--- src/rtl/row_erase_pkg.sv ---
package row_erase_pkg;
  localparam int unsigned CMD_W       = 4;
  localparam int unsigned PAY_W       = 16;
  localparam int unsigned FRAME_W     = CMD_W + PAY_W;
  localparam int unsigned STRETCH_BIT = 3;
  localparam int unsigned ADDR_W      = 24;

  localparam logic [CMD_W-1:0] CMD_CORE = 4'b0000;

  localparam logic [PAY_W-1:0] W_SEL_CODE = 16'h8EA6;
  localparam logic [PAY_W-1:0] W_CLR_CFG  = 16'h9CA6;
  localparam logic [PAY_W-1:0] W_WR_EN    = 16'h84A6;
  localparam logic [PAY_W-1:0] W_CLR_U    = 16'h6AF8;
  localparam logic [PAY_W-1:0] W_CLR_H    = 16'h6AF7;
  localparam logic [PAY_W-1:0] W_CLR_L    = 16'h6AF6;
  localparam logic [7:0]       W_LIT_HI   = 8'h0E;
  localparam logic [PAY_W-1:0] W_MOV_U    = 16'h6EF8;
  localparam logic [PAY_W-1:0] W_MOV_H    = 16'h6EF7;
  localparam logic [PAY_W-1:0] W_MOV_L    = 16'h6EF6;
  localparam logic [PAY_W-1:0] W_FREE     = 16'h88A6;
  localparam logic [PAY_W-1:0] W_WR       = 16'h82A6;
  localparam logic [PAY_W-1:0] W_NOP      = 16'h0000;

  typedef enum logic [3:0] {
    ST_SEL, ST_CFG, ST_WREN,
    ST_A0, ST_A1, ST_A2, ST_A3, ST_A4, ST_A5,
    ST_FREE, ST_WR, ST_NOP
  } step_e;

  typedef enum logic [1:0] {SH_IDLE, SH_HIGH, SH_LOW} shift_state_e;
  typedef enum logic [1:0] {SQ_IDLE, SQ_ISSUE, SQ_WAIT} seq_state_e;
endpackage

--- src/rtl/erase_shifter.sv ---
module erase_shifter
  import row_erase_pkg::*;
#(
  parameter int unsigned HALF_W = 8,
  parameter int unsigned TIME_W = 24
) (
  input  logic              clk_i,
  input  logic              rst_ni,
  input  logic              go_i,
  input  logic [CMD_W-1:0]  cmd_i,
  input  logic [PAY_W-1:0]  data_i,
  input  logic              stretch_i,
  input  logic [HALF_W-1:0] half_i,
  input  logic [TIME_W-1:0] erase_i,
  input  logic [TIME_W-1:0] disch_i,
  output logic              pgc_o,
  output logic              pgd_o,
  output logic              done_o
);
  localparam int unsigned BIT_W = $clog2(FRAME_W);
  localparam logic [BIT_W-1:0] LAST_BIT = BIT_W'(FRAME_W - 1);
  localparam logic [BIT_W-1:0] STR_BIT  = BIT_W'(STRETCH_BIT);

  shift_state_e       st_q;
  logic [FRAME_W-1:0] sr_q;
  logic [BIT_W-1:0]   bit_q;
  logic [TIME_W-1:0]  cnt_q;
  logic               stretch_q, pgc_q, pgd_q, done_q;
  logic [BIT_W-1:0]   bit_nx;

  function automatic logic [TIME_W-1:0] ld(input logic [TIME_W-1:0] v);
    return (v == '0) ? '0 : v - 1'b1;
  endfunction

  assign bit_nx = bit_q + 1'b1;

  always_ff @(posedge clk_i or negedge rst_ni) begin
    if (!rst_ni) begin
      st_q      <= SH_IDLE;
      sr_q      <= '0;
      bit_q     <= '0;
      cnt_q     <= '0;
      stretch_q <= 1'b0;
      pgc_q     <= 1'b0;
      pgd_q     <= 1'b0;
      done_q    <= 1'b0;
    end else begin
      done_q <= 1'b0;
      unique case (st_q)
        SH_IDLE: if (go_i) begin
          sr_q      <= {data_i, cmd_i};
          stretch_q <= stretch_i;
          bit_q     <= '0;
          pgc_q     <= 1'b1;
          pgd_q     <= cmd_i[0];
          cnt_q     <= ld(TIME_W'(half_i));
          st_q      <= SH_HIGH;
        end
        SH_HIGH: begin
          if (cnt_q == '0) begin
            pgc_q <= 1'b0;
            cnt_q <= (stretch_q && bit_q == STR_BIT) ? ld(disch_i) : ld(TIME_W'(half_i));
            st_q  <= SH_LOW;
          end else begin
            cnt_q <= cnt_q - 1'b1;
          end
        end
        SH_LOW: begin
          if (cnt_q != '0) begin
            cnt_q <= cnt_q - 1'b1;
          end else if (bit_q == LAST_BIT) begin
            done_q <= 1'b1;
            st_q   <= SH_IDLE;
          end else begin
            bit_q <= bit_nx;
            sr_q  <= sr_q >> 1;
            pgd_q <= sr_q[1];
            pgc_q <= 1'b1;
            cnt_q <= (stretch_q && bit_nx == STR_BIT) ? ld(erase_i) : ld(TIME_W'(half_i));
            st_q  <= SH_HIGH;
          end
        end
        default: st_q <= SH_IDLE;
      endcase
    end
  end

  assign pgc_o  = pgc_q;
  assign pgd_o  = pgd_q;
  assign done_o = done_q;

  // data may only move together with a rising clock
  assert_pgd_stable_R1: assert property (@(posedge clk_i) disable iff (!rst_ni)
    !$stable(pgd_q) |-> $rose(pgc_q));

  // sequencer never issues a frame into a busy shifter
  assert_go_when_idle_R1: assert property (@(posedge clk_i) disable iff (!rst_ni)
    go_i |-> st_q == SH_IDLE);
endmodule

--- src/rtl/erase_row_ctr.sv ---
module erase_row_ctr
  import row_erase_pkg::*;
#(
  parameter int unsigned ROW_BYTES = 64
) (
  input  logic              clk_i,
  input  logic              rst_ni,
  input  logic              clear_i,
  input  logic              advance_i,
  input  logic [ADDR_W-1:0] last_row_i,
  output logic [ADDR_W-1:0] addr_o,
  output logic              first_o,
  output logic              last_o
);
  localparam int unsigned ROW_LSB = $clog2(ROW_BYTES);

  logic [ADDR_W-ROW_LSB-1:0] row_q;

  always_ff @(posedge clk_i or negedge rst_ni) begin
    if (!rst_ni)        row_q <= '0;
    else if (clear_i)   row_q <= '0;
    else if (advance_i) row_q <= row_q + 1'b1;
  end

  assign addr_o  = {row_q, {ROW_LSB{1'b0}}};
  assign first_o = (row_q == '0);
  assign last_o  = (row_q == last_row_i[ADDR_W-1:ROW_LSB]);
endmodule

--- src/rtl/erase_step_seq.sv ---
module erase_step_seq
  import row_erase_pkg::*;
(
  input  logic              clk_i,
  input  logic              rst_ni,
  input  logic              start_i,
  input  logic              tx_done_i,
  input  logic [ADDR_W-1:0] addr_i,
  input  logic              first_i,
  input  logic              last_i,
  output logic              go_o,
  output logic [CMD_W-1:0]  cmd_o,
  output logic [PAY_W-1:0]  word_o,
  output logic              stretch_o,
  output logic              clear_o,
  output logic              advance_o,
  output logic              busy_o,
  output logic              done_o
);
  seq_state_e st_q;
  step_e      step_q;
  logic       done_q;

  always_ff @(posedge clk_i or negedge rst_ni) begin
    if (!rst_ni) begin
      st_q   <= SQ_IDLE;
      step_q <= ST_SEL;
      done_q <= 1'b0;
    end else begin
      done_q <= 1'b0;
      unique case (st_q)
        SQ_IDLE: if (start_i) begin
          step_q <= ST_SEL;
          st_q   <= SQ_ISSUE;
        end
        SQ_ISSUE: st_q <= SQ_WAIT;
        SQ_WAIT: if (tx_done_i) begin
          if (step_q == ST_NOP) begin
            step_q <= ST_SEL;
            if (last_i) begin
              done_q <= 1'b1;
              st_q   <= SQ_IDLE;
            end else begin
              st_q <= SQ_ISSUE;
            end
          end else begin
            step_q <= (step_q == ST_A2 && first_i) ? ST_FREE : step_e'(step_q + 1'b1);
            st_q   <= SQ_ISSUE;
          end
        end
        default: st_q <= SQ_IDLE;
      endcase
    end
  end

  always_comb begin
    unique case (step_q)
      ST_SEL:  word_o = W_SEL_CODE;
      ST_CFG:  word_o = W_CLR_CFG;
      ST_WREN: word_o = W_WR_EN;
      ST_A0:   word_o = first_i ? W_CLR_U : {W_LIT_HI, addr_i[23:16]};
      ST_A1:   word_o = first_i ? W_CLR_H : W_MOV_U;
      ST_A2:   word_o = first_i ? W_CLR_L : {W_LIT_HI, addr_i[15:8]};
      ST_A3:   word_o = W_MOV_H;
      ST_A4:   word_o = {W_LIT_HI, addr_i[7:0]};
      ST_A5:   word_o = W_MOV_L;
      ST_FREE: word_o = W_FREE;
      ST_WR:   word_o = W_WR;
      default: word_o = W_NOP;
    endcase
  end

  assign cmd_o     = CMD_CORE;
  assign go_o      = (st_q == SQ_ISSUE);
  assign stretch_o = (step_q == ST_NOP);
  assign clear_o   = (st_q == SQ_IDLE) && start_i;
  assign advance_o = (st_q == SQ_WAIT) && tx_done_i && (step_q == ST_NOP) && !last_i;
  assign busy_o    = (st_q != SQ_IDLE);
  assign done_o    = done_q;

  assert_done_single_R9: assert property (@(posedge clk_i) disable iff (!rst_ni)
    done_q |=> !done_q);

  assert_done_idle_R9: assert property (@(posedge clk_i) disable iff (!rst_ni)
    done_q |-> !busy_o);

  assert_start_ignored_R9: assert property (@(posedge clk_i) disable iff (!rst_ni)
    (start_i && busy_o) |=> busy_o);

  // the run may only finish on the configured final row
  assert_done_last_row_R8: assert property (@(posedge clk_i) disable iff (!rst_ni)
    done_q |-> last_i);

  assert_row_restart_R3: assert property (@(posedge clk_i) disable iff (!rst_ni)
    (st_q == SQ_WAIT && tx_done_i && step_q == ST_NOP && !last_i) |=> step_q == ST_SEL);
endmodule

--- src/rtl/row_erase_seq.sv ---
module row_erase_seq
  import row_erase_pkg::*;
#(
  parameter int unsigned HALF_W    = 8,
  parameter int unsigned TIME_W    = 24,
  parameter int unsigned ROW_BYTES = 64
) (
  input  logic              clk_i,
  input  logic              rst_ni,
  input  logic              start_i,
  input  logic [HALF_W-1:0] half_period_i,
  input  logic [TIME_W-1:0] erase_cycles_i,
  input  logic [TIME_W-1:0] discharge_cycles_i,
  input  logic [23:0]       last_row_i,
  output logic              busy_o,
  output logic              done_o,
  output logic              pgc_o,
  output logic              pgd_o
);
  logic              go, stretch, tx_done, clear, advance, first_row, last_row;
  logic [CMD_W-1:0]  cmd;
  logic [PAY_W-1:0]  word;
  logic [ADDR_W-1:0] addr;

  erase_step_seq u_seq (
    .clk_i    (clk_i),
    .rst_ni   (rst_ni),
    .start_i  (start_i),
    .tx_done_i(tx_done),
    .addr_i   (addr),
    .first_i  (first_row),
    .last_i   (last_row),
    .go_o     (go),
    .cmd_o    (cmd),
    .word_o   (word),
    .stretch_o(stretch),
    .clear_o  (clear),
    .advance_o(advance),
    .busy_o   (busy_o),
    .done_o   (done_o)
  );

  erase_row_ctr #(.ROW_BYTES(ROW_BYTES)) u_row (
    .clk_i     (clk_i),
    .rst_ni    (rst_ni),
    .clear_i   (clear),
    .advance_i (advance),
    .last_row_i(last_row_i),
    .addr_o    (addr),
    .first_o   (first_row),
    .last_o    (last_row)
  );

  erase_shifter #(.HALF_W(HALF_W), .TIME_W(TIME_W)) u_shift (
    .clk_i  (clk_i),
    .rst_ni (rst_ni),
    .go_i   (go),
    .cmd_i  (cmd),
    .data_i (word),
    .stretch_i(stretch),
    .half_i (half_period_i),
    .erase_i(erase_cycles_i),
    .disch_i(discharge_cycles_i),
    .pgc_o  (pgc_o),
    .pgd_o  (pgd_o),
    .done_o (tx_done)
  );

  assert_clk_idle_low_R10: assert property (@(posedge clk_i) disable iff (!rst_ni)
    !busy_o |-> !pgc_o);
endmodule

--- config.mk ---
export PLATFORM = sky130hd
export DESIGN_NAME = row_erase_seq
export DESIGN_NICKNAME = d
export VERILOG_FILES = /design/src/rtl/row_erase_pkg.sv /design/src/rtl/erase_shifter.sv /design/src/rtl/erase_row_ctr.sv /design/src/rtl/erase_step_seq.sv /design/src/rtl/row_erase_seq.sv
export SDC_FILE = /design/constraint.sdc
export NUM_CORES = 1
export LEC_CHECK = 0
export CAP_MARGIN = 10
export CORE_MARGIN = 4
export CORE_UTILIZATION = 30
export CTS_CLUSTER_SIZE = 12
export DETAILED_ROUTE_END_ITERATION = 6
export GPL_ROUTABILITY_DRIVEN = 1
export PLACE_DENSITY = 0.47
export SETUP_SLACK_MARGIN = 0.02
export SLEW_MARGIN = 20
export SYNTH_ARGS = -nofsm -noshare
export SYNTH_HDL_FRONTEND = slang
export SYNTH_HIERARCHICAL = 1
export SYNTH_SLANG_ARGS = --single-unit
--- constraint.sdc ---
create_clock -name clk_i -period 7.2 [get_ports clk_i]
set_clock_uncertainty 0.05 [all_clocks]
set_input_delay 0.72 -clock clk_i [delete_from_list [all_inputs] [get_ports clk_i]]
set_output_delay 0.72 -clock clk_i [all_outputs]
set_load 0.02 [all_outputs]
==> results of run 1 <==
==> how the worst max path moves through the flow <==
stage                             end             startpoint  cells after the start
floorplan            u_shift/cnt_q[3]  discharge_cycles_i[0]                      9
global placement    u_shift/cnt_q[10]     erase_cycles_i[10]                      8
detailed placement  u_shift/cnt_q[10]     erase_cycles_i[10]                      8
CTS                 u_shift/cnt_q[15]       u_shift/cnt_q[0]                      9
global route        u_shift/cnt_q[13]       u_shift/cnt_q[0]                      9
finish              u_shift/cnt_q[10]     erase_cycles_i[10]                      8
==> routing by layer <==
layer | part of all wire [%] | wire length [um] | vias to the layer above | track usage (%)
li1 | - | - | 3544 | -
met1 | 51 | 12300 | 3470 | 27.9
met2 | 41 | 9980 | 229 | 25.0
met3 | 7.3 | 1770 | 13 | 3.66
met4 | 0.90 | 217 | 0 | 4.00
met5 | 0 | 0 | - | 0
==> power by group <==
group | total (W) | internal (W) | leakage (nW) | switching (W)
sequential | 0.000640 | 0.000539 | 1.04 | 0.000102
clock | 0.000477 | 0.000271 | 0.139 | 0.000206
combinational | 0.000807 | 0.000306 | 1.97 | 0.000501
total | 0.00192 | 0.00112 | 3.15 | 0.000808
==> worst max-delay path, cell delays in order <==
cell	delay, ps
clkdlybuf4s50_1	570
nor4_1	900
nand2b_1	410
nor4_2	880
o21ai_0	240
a211o_1	350
nand4_1	100
nand4_1	90
==> through the flow <==
stage | instances | total power (W) | util [%] | area (um^2)
global placement | 1289 | 0.00144 | 34.9 | 8290
global route | 1305 | 0.00206 | 36.2 | 8590
floorplan | 947 | 0.00119 | - | 7340
finish | 1305 | 0.00192 | 36.2 | 8590
detailed placement | 1289 | 0.00144 | 34.9 | 8290
CTS | 1305 | 0.00193 | 36.2 | 8590
==> synthesized netlist by cell type (7+ instances only) <==
master	number	area, um^2
nand2b_1	11	68.8
xor2_1	39	342
ha_1	18	225
nor4_2	7	87.6
clkbuf_1	33	124
o211ai_1	9	67.6
a21oi_1	56	280
inv_1	25	93.8
and3_1	7	43.8
nor3_1	36	180
o21a_1	8	60.1
buf_2	14	70.1
or4_1	11	82.6
or3_1	15	93.8
nor4_1	28	175
o21ai_0	77	385
buf_4	15	113
mux2i_1	25	250
o22ai_1	14	87.6
dfrtp_1	79	1980
nand2_1	87	327
a31oi_1	22	138
nand3_1	29	145
xnor2_1	35	307
nor2_1	79	297
nand4_1	19	119
==> area by class of cell <==
type | count | area (um^2)
Tap cell | 319 | 399
Timing Repair Buffer | 89 | 870
Multi-Input combinational cell | 775 | 4950
Clock inverter | 6 | 67.6
Clock buffer | 10 | 229
Fill cell | 2496 | 15200
Sequential cell | 79 | 1980
Inverter | 27 | 101
==> registers in the layout (all words and copies together) (netlist names) <==
name and count:
u_shift/pgc_o 1, u_seq/step_q 4, u_row/row_q 18, u_shift/cnt_q 24, u_shift/bit_q 5, u_shift/done_o 1, u_shift/sr_q 20, u_shift/stretch_q 1
u_seq/done_o 1, u_shift/st_q 2, u_seq/st_q 2
==> logic make-up after synthesis <==
family | synth area share [%]
simple gates | 28.7
compound gates | 22.8
buf+inv | 5.89
flops | 27.0
xor+xnor | 8.87
mux | 3.58
fa+ha+maj | 3.08
other cells | 0.103
==> impl_metrics.json, run 1 <==
{
  "grt_setup_unrepaired": "no",
  "yosys_register_bits": 79,
  "source_to_sink_clock_delay_at_the_later_pin_of_the_worst_skew_pair_ps": 350,
  "route.antenna.remaining_nets": 0,
  "period_needed_ps": 4100,
  "area_delta_synth_final_pct": 17.5,
  "timing.max_cap.violations": 0,
  "hold_path.class": "in2async",
  "post_placement_worst_setup_slack_ps": 2940,
  "timing.critical_path.fanout_max": 8,
  "worstRegToRegCells": 9,
  "final_net_count": 1082,
  "starting_density_of_the_core_pct": 30.8,
  "cts_htree_levels": 3,
  "path_class": "in2reg",
  "clock-root-buffer": "clkbuf_16",
  "synth-edff-count": 0,
  "synth_top_flop_cell": "dfrtp_1",
  "via_per_inst": 5.56,
  "end_kind": "flop",
  "postSynthCellCount": 938,
  "die_height_um": 164,
  "rr_startpoint": "u_shift/cnt_q[0]",
  "count_of_cell_types_in_the_netlist": 85,
  "antenna_cells_inserted": 0,
  "grt_start_max_net_pins": 73,
  "number_of_global_route_vias_before_repair": 6722,
  "synthesis.area_mm2": 0.00731,
  "vdd_ir_drop_max_uv": 137,
  "track_usage_pct": 17.9,
  "grt_first_pass_wirelength_um": 38400,
  "max_buffers_root_to_sink": 2,
  "cp.required_ps": 7370,
  "grt_antenna_before_repair": 0,
  "postSynth.asyncResetShare_pct": 100,
  "chipWidth_um": 164,
  "ioPinCount": 87,
  "drt-pass1-iter-count": 5,
  "route.vias.total": 7256,
  "tritoncts": "done",
  "die_area_mm2": 0.0269,
  "setup-violations-final": 0,
  "postSynthAreaPerCell_um2": 7.79,
  "cts.hold.buffers_added": 0,
  "drt-initial-drc-count": 533,
  "drc": 0,
  "crit_arrival_ps": 4270,
  "hold_vio_cnt_final": 0,
  "worst-r2r-setup-slack_ps": 3190,
  "sequential_element_share_of_the_synthesized_area_pct": 27.0,
  "fin_hold_ws_ps": 129,
  "final_common_cell": "nand2_1",
  "numCtsBuffers": 9,
  "ys.warnings.count": 6,
  "final_critical_path_setup_slack_ps": 3100,
  "post_cts.resized_instances": 0,
  "post_cts_buffers": 0,
  "p_per_area_mw_per_mm2": 224,
  "status": "completed",
  "gr-total-overflow": 0,
  "final.period_utilization_pct": 56.9,
  "place_hpwl_um": 17800,
  "final.setup.tns_ps": 0,
  "critical_path.reg2reg.endpoint": "u_shift/cnt_q[15]",
  "coreArea_mm2": 0.0238,
  "routabilityCongestion": 0.850,
  "timing.final.max_slew_violations": 0,
  "relSlewSlack_pct": 24.8,
  "start_kind": "primary input",
  "max_slew.worst_pin.slew_ps": 1120,
  "clk_pin_slew_worst_paths_ps": 70,
  "clock-sinks": 79,
  "final_cell_mix": "87 x nand2_1, 79 x clkdlybuf4s50_1, 79 x nor2_1, 79 x dfrtp_1, 77 x o21ai_0",
  "fmaxAchievable_mhz": 244,
  "drive_above_1_share_pct": 6.29,
  "routedWlPerCell_um": 18.6,
  "num_rows": 56,
  "port-buffer-count": 80,
  "postRouteWirelength_um": 24200,
  "cellLeakagePower_nw": 3.15
}
No activity file was read; power rests on OpenSTA's default activity.
==> inputs of run 2 (changes only) <==
--- a/config.mk
+++ b/config.mk
@@ -11,7 +11,7 @@
 export CTS_CLUSTER_SIZE = 12
 export DETAILED_ROUTE_END_ITERATION = 6
 export GPL_ROUTABILITY_DRIVEN = 1
-export PLACE_DENSITY = 0.47
+export PLACE_DENSITY = 0.49
 export SETUP_SLACK_MARGIN = 0.02
 export SLEW_MARGIN = 20
 export SYNTH_ARGS = -nofsm -noshare
==> constraint.sdc (replaced) <==
create_clock -name clk_i -period 3.4 [get_ports clk_i]
set_clock_uncertainty 0.05 [all_clocks]
set_input_delay 0.34 -clock clk_i [delete_from_list [all_inputs] [get_ports clk_i]]
set_output_delay 0.34 -clock clk_i [all_outputs]
set_load 0.02 [all_outputs]
==> run 2 against run 1 <==
  * The flow now finishes with violations (negative hold slack)
  * Critical endpoint is now u_shift/cnt_q[13]
  * Sequential power increased by 110%
  * Non-clock buffer count is 43 higher
  * Power grew 120%
  * Critical path type is now reg2reg
  * Die area is the same
  * Setup slack worse by 2700 ps
  * Flip-flop and latch count did not move
==> impl_metrics.json, run 2 (same netlist as run 1, synthesis figures left out) <==
{
  "status": "finished, violations left",
  "failed_checks": "negative hold slack",
  "final.period_utilization_pct": 87.1,
  "hold_vio_cnt_final": 7,
  "cp.required_ps": 3590,
  "vdd_ir_drop_max_uv": 239,
  "timing.critical_path.buf_inv": 4,
  "crit_family": "simple AND/OR/NAND/NOR gates",
  "num_rows": 56,
  "clock-root-buffer": "clkbuf_16",
  "max_flop_register": "u_shift/cnt_q",
  "clk_pin_slew_worst_paths_ps": 70,
  "end_kind": "flop",
  "cell_area_after_layout_mm2": 0.00890,
  "hold_path.class": "in2async",
  "placed_cell_area_mm2": 0.00861,
  "final_critical_path_setup_slack_ps": 437,
  "maxUsedRoutingLayer": "met4",
  "path_class": "reg2reg",
  "routedWlPerCell_um": 18.1,
  "timing.max_cap.violations": 0,
  "die_height_um": 164,
  "chipWidth_um": 164,
  "route.met3.wl_um": 1740,
  "drc": 0,
  "drt-initial-drc-count": 614,
  "max_slew.worst_pin.slew_ps": 772,
  "grt_first_pass_wirelength_um": 38400,
  "rr_startpoint": "u_shift/cnt_q[0]",
  "routed-wl-met2_um": 10100,
  "coreArea_mm2": 0.0238,
  "critPathLaunch": "u_shift/cnt_q[0]",
  "cellLeakagePower_nw": 3.37,
  "tritoncts": "done",
  "timing.final.max_slew_violations": 0,
  "clock_share_of_power_pct": 23.0,
  "ioPinCount": 87,
  "worstRegToRegCells": 12,
  "cts_htree_levels": 3,
  "post_cts_buffers": 0,
  "drt-pass1-iter-count": 5,
  "fmaxAchievable_mhz": 338,
  "flip_flop_count_of_the_largest_register_all_copies_and_words_added": 24,
  "ff_latch_area_mm2": 0.00198,
  "final.setup.tns_ps": 0,
  "net-switching-power_w": 0.00176,
  "max_buffers_root_to_sink": 2,
  "largestRegisters": "u_shift/cnt_q: 24 flops, u_shift/sr_q: 20 flops, u_row/row_q: 18 flops",
  "cts.hold.buffers_added": 0,
  "multi_input_comb_area_mm2": 0.00495,
  "port-buffer-count": 80,
  "starting_density_of_the_core_pct": 30.8,
  "p_per_area_mw_per_mm2": 468,
  "place_hpwl_um": 18500,
  "route.antenna.remaining_nets": 0,
  "final_cell_mix": "87 x nand2_1, 79 x clkdlybuf4s50_1, 79 x nor2_1, 79 x dfrtp_1, 77 x o21ai_0",
  "grt_setup_unrepaired": "no",
  "number_of_global_route_vias_before_repair": 7013,
  "crit_path_frequent_cell": "buf_4",
  "crit_path_max_incr_delay_ps": 430,
  "total_power_w": 0.00416,
  "numCtsBuffers": 9,
  "power_frac_comb_pct": 44.5,
  "route.vias.total": 7444,
  "area_delta_synth_final_pct": 21.7,
  "die_area_mm2": 0.0269,
  "relSlewSlack_pct": 48.6,
  "critical_path.cell_chain": "inv_1 -> ha_1 -> nor4b_1 -> buf_4 -> nand4_1 -> nor3_2 -> buf_4 -> nor2_1 -> nor3_1 -> buf_4 -> o21a_1 -> a21oi_1",
  "gr-total-overflow": 0,
  "setup-violations-final": 0,
  "final_common_cell": "nand2_1",
  "power_frac_seq_pct": 32.5,
  "power.switching_fraction_pct": 42.3,
  "source_to_sink_clock_delay_at_the_later_pin_of_the_worst_skew_pair_ps": 350,
  "final_net_count": 1125,
  "grt_antenna_before_repair": 0,
  "track_usage_pct": 17.9,
  "via_per_inst": 5.52,
  "met1Wirelength_um": 12200,
  "antenna_cells_inserted": 0,
  "postRouteWirelength_um": 24300,
  "grt_start_max_net_pins": 80,
  "timing.critical_path.fanout_max": 12,
  "fin_hold_ws_ps": -14.5,
  "routabilityCongestion": 0.889,
  "p_int_w": 0.00240,
  "fillers": 2501,
  "slowest_stage": "dfrtp_1",
  "number_of_gates_on_the_worst_path_with_buffers_counted": 12,
  "start_kind": "flop",
  "crit_arrival_ps": 3150,
  "post_cts.resized_instances": 0,
  "post_placement_worst_setup_slack_ps": 204,
  "clock-sinks": 79,
  "drive_above_1_share_pct": 10.1,
  "period_needed_ps": 2960
}
[run 2: changes by cell type in the layout (fill, tap and decap cells not counted)]
cell        delta
buf_4         +43
a21oi_1        +1
clkinv_2       -1
clkinvlp_4     -1
bufinv_16      -1
a21oi_2        -1
clkinv_4       +2
inv_8          +1
[run 2: power groups by stage]
stage / sequential [W] / combinational, W / clock (W)
5_1_grt: 0.00139 / 0.00204 / 0.00103
4_1_cts: 0.00135 / 0.00183 / 0.000991
3_5_place_dp: 0.00136 / 0.00182 / 0
2_1_floorplan: 0.00130 / 0.00121 / 0
3_3_place_gp: 0.00136 / 0.00182 / 0
6_report: 0.00135 / 0.00185 / 0.000958
[run 2: final timing paths]
path                                          end  slack [ps]
worst max-delay path            u_shift/cnt_q[13]         440
worst min-delay path               u_row/row_q[5]         -10
worst max register to register  u_shift/cnt_q[13]         440
worst min register to register    u_shift/sr_q[4]         430
max in group asynchronous        u_shift/cnt_q[5]        2780
min in group clk_i                u_shift/sr_q[4]         430
[run 2: stage by stage]
step,std cells,util (%)
2_1_floorplan,947,-
3_3_place_gp,1332,36.3
3_5_place_dp,1332,36.3
4_1_cts,1348,37.4
5_1_grt,1348,37.5
6_report,1348,37.5
[run 2: layout make-up]
class / instances / share of cell area, %
clock buffers: 10 / 2.57
clock inverters: 6 / 0.605
flip-flops and latches: 79 / 22.2
multi-input cells: 775 / 55.6
repair buffers: 132 / 13.4
inverters: 27 / 1.14
well taps: 319 / 4.49
[run 2: routing by layer]
| metal | up-vias | global-route usage, % |
|---|---|---|
| met5 | - | 0 |
| li1 | 3626 | - |
| met2 | 274 | 25.8 |
| met4 | 0 | 3.77 |
| met1 | 3528 | 28.2 |
| met3 | 16 | 2.66 |
==> inputs of run 3 (changes only) <==
--- a/config.mk
+++ b/config.mk
@@ -6,7 +6,7 @@
 export NUM_CORES = 1
 export LEC_CHECK = 0
 export CAP_MARGIN = 10
-export CORE_MARGIN = 4
+export CORE_MARGIN = 3
 export CORE_UTILIZATION = 30
 export CTS_CLUSTER_SIZE = 12
 export DETAILED_ROUTE_END_ITERATION = 6
==> run 3 against run 2 <==
  * Critical path type unchanged
  * The run still ends with negative hold slack left
  * Hold slack worse by 3.8 ps
  * Power up 1.8%
  * First-iteration DRC count stayed put
  * Largest power group unchanged
==> impl_metrics.json, run 3 (same netlist as run 1, synthesis figures left out) <==
{
  "end_kind": "flop",
  "ioPinCount": 87,
  "max_slew.worst_pin.slew_ps": 800,
  "route.antenna.remaining_nets": 0,
  "setup-violations-final": 0,
  "gr-total-overflow": 0,
  "relSlewSlack_pct": 46.5,
  "placed_cell_area_mm2": 0.00864,
  "chipWidth_um": 162,
  "track_usage_pct": 18.0,
  "post_placement_worst_setup_slack_ps": 266,
  "numCtsBuffers": 9,
  "post_cts_buffers": 0,
  "final_critical_path_setup_slack_ps": 541,
  "max_buffers_root_to_sink": 2,
  "period_needed_ps": 2860,
  "timing.max_cap.violations": 0,
  "fmaxAchievable_mhz": 350,
  "flip_flop_count_of_the_largest_register_all_copies_and_words_added": 24,
  "cellLeakagePower_nw": 3.39,
  "coreArea_mm2": 0.0237,
  "p_per_area_mw_per_mm2": 474,
  "clock-sinks": 79,
  "final_net_count": 1127,
  "final.period_utilization_pct": 84.1,
  "number_of_global_route_vias_before_repair": 6760,
  "status": "finished, violations left",
  "antenna_cells_inserted": 0,
  "drc": 0,
  "largestRegisters": "u_shift/cnt_q: 24 flops, u_shift/sr_q: 20 flops, u_row/row_q: 18 flops",
  "start_kind": "flop",
  "die_area_mm2": 0.0263,
  "drt-pass1-iter-count": 5,
  "final.setup.tns_ps": 0,
  "timing.critical_path.fanout_max": 5,
  "grt_start_max_net_pins": 58,
  "final_common_cell": "nand2_1",
  "vdd_ir_drop_max_uv": 278,
  "fin_hold_ws_ps": -18.3,
  "cts.hold.buffers_added": 0,
  "grt_first_pass_wirelength_um": 37900,
  "clk_pin_slew_worst_paths_ps": 70,
  "crit_arrival_ps": 3050,
  "hold_path.class": "in2async",
  "final_cell_mix": "87 x nand2_1, 79 x clkdlybuf4s50_1, 79 x nor2_1, 79 x dfrtp_1, 77 x o21ai_0",
  "post_cts.resized_instances": 0,
  "postRouteWirelength_um": 23900,
  "routedWlPerCell_um": 17.7,
  "max_flop_register": "u_shift/cnt_q",
  "cp.required_ps": 3590,
  "grt_setup_unrepaired": "no",
  "drt-initial-drc-count": 614,
  "source_to_sink_clock_delay_at_the_later_pin_of_the_worst_skew_pair_ps": 360,
  "cell_area_after_layout_mm2": 0.00895,
  "place_hpwl_um": 18300,
  "grt_antenna_before_repair": 0,
  "route.vias.total": 7382,
  "routabilityCongestion": 0.896,
  "via_per_inst": 5.47,
  "area_delta_synth_final_pct": 22.4,
  "timing.final.max_slew_violations": 0,
  "starting_density_of_the_core_pct": 30.9,
  "num_rows": 56,
  "drive_above_1_share_pct": 10.4,
  "failed_checks": "negative hold slack",
  "clock-root-buffer": "clkbuf_16",
  "tritoncts": "done",
  "port-buffer-count": 80,
  "path_class": "reg2reg",
  "hold_vio_cnt_final": 12,
  "die_height_um": 162,
  "cts_htree_levels": 3
}
[run 3: cell types whose count changed in the layout (fill, tap and decap cells not counted)]
cell,change
clkinv_2,+1
clkinvlp_4,-1
bufinv_16,+1
inv_6,-1
buf_4,+2
clkbuf_1,-1
buf_6,-1
buf_12,+1
clkinv_4,+1
[run 3: worst paths after layout]
path | end | depth (start not counted) | slack [ps] | from
max | u_shift/cnt_q[23] | 10 | 540 | u_shift/cnt_q[0]
max in group asynchronous | u_shift/cnt_q[14] | 2 | 2620 | rst_ni
min | u_row/row_q[3] | 1 | -20 | rst_ni
min reg2reg | u_shift/sr_q[4] | 2 | 430 | u_shift/sr_q[4]
max reg2reg | u_shift/cnt_q[23] | 10 | 540 | u_shift/cnt_q[0]
min in group clk_i | u_shift/sr_q[4] | 2 | 430 | u_shift/sr_q[4]
[run 3: worst max-delay path, cell delays in order (launching register included)]
cell and delay, ps:
dfrtp_1 420, inv_1 100, ha_1 220, nor4b_1 250, buf_4 190, and4_1 250, nand3_1 110, o21ai_0 360
nor3b_2 430, o221ai_1 200, o221a_2 160
[run 3: layer usage]
metal / routed length [um] / GRT usage, %
met5: 0 / 0
met1: 12500 / 28.5
met2: 9710 / 24.7
met4: 380 / 4.69
met3: 1320 / 3.16
[run 3: where the power goes]
part | switching (W) | internal [W]
sequential | 0.000214 | 0.00114
clock | 0.000444 | 0.000580
combinational | 0.00109 | 0.000769
[run 3: through the flow]
stage               cells  utilization, %  power [W]
floorplan             947               -    0.00251
global placement     1334            36.5    0.00319
detailed placement   1334            36.5    0.00320
CTS                  1350            37.8    0.00423
global route         1350            37.8    0.00452
finish               1350            37.8    0.00424
[run 3: cell type report]
cell class / count / area, um^2
Inverter: 27 / 101
Fill cell: 2511 / 14700
Tap cell: 319 / 399
Multi-Input combinational cell: 775 / 4950
Clock buffer: 9 / 225
Timing Repair Buffer: 134 / 1220
Sequential cell: 79 / 1980
Clock inverter: 7 / 81.3
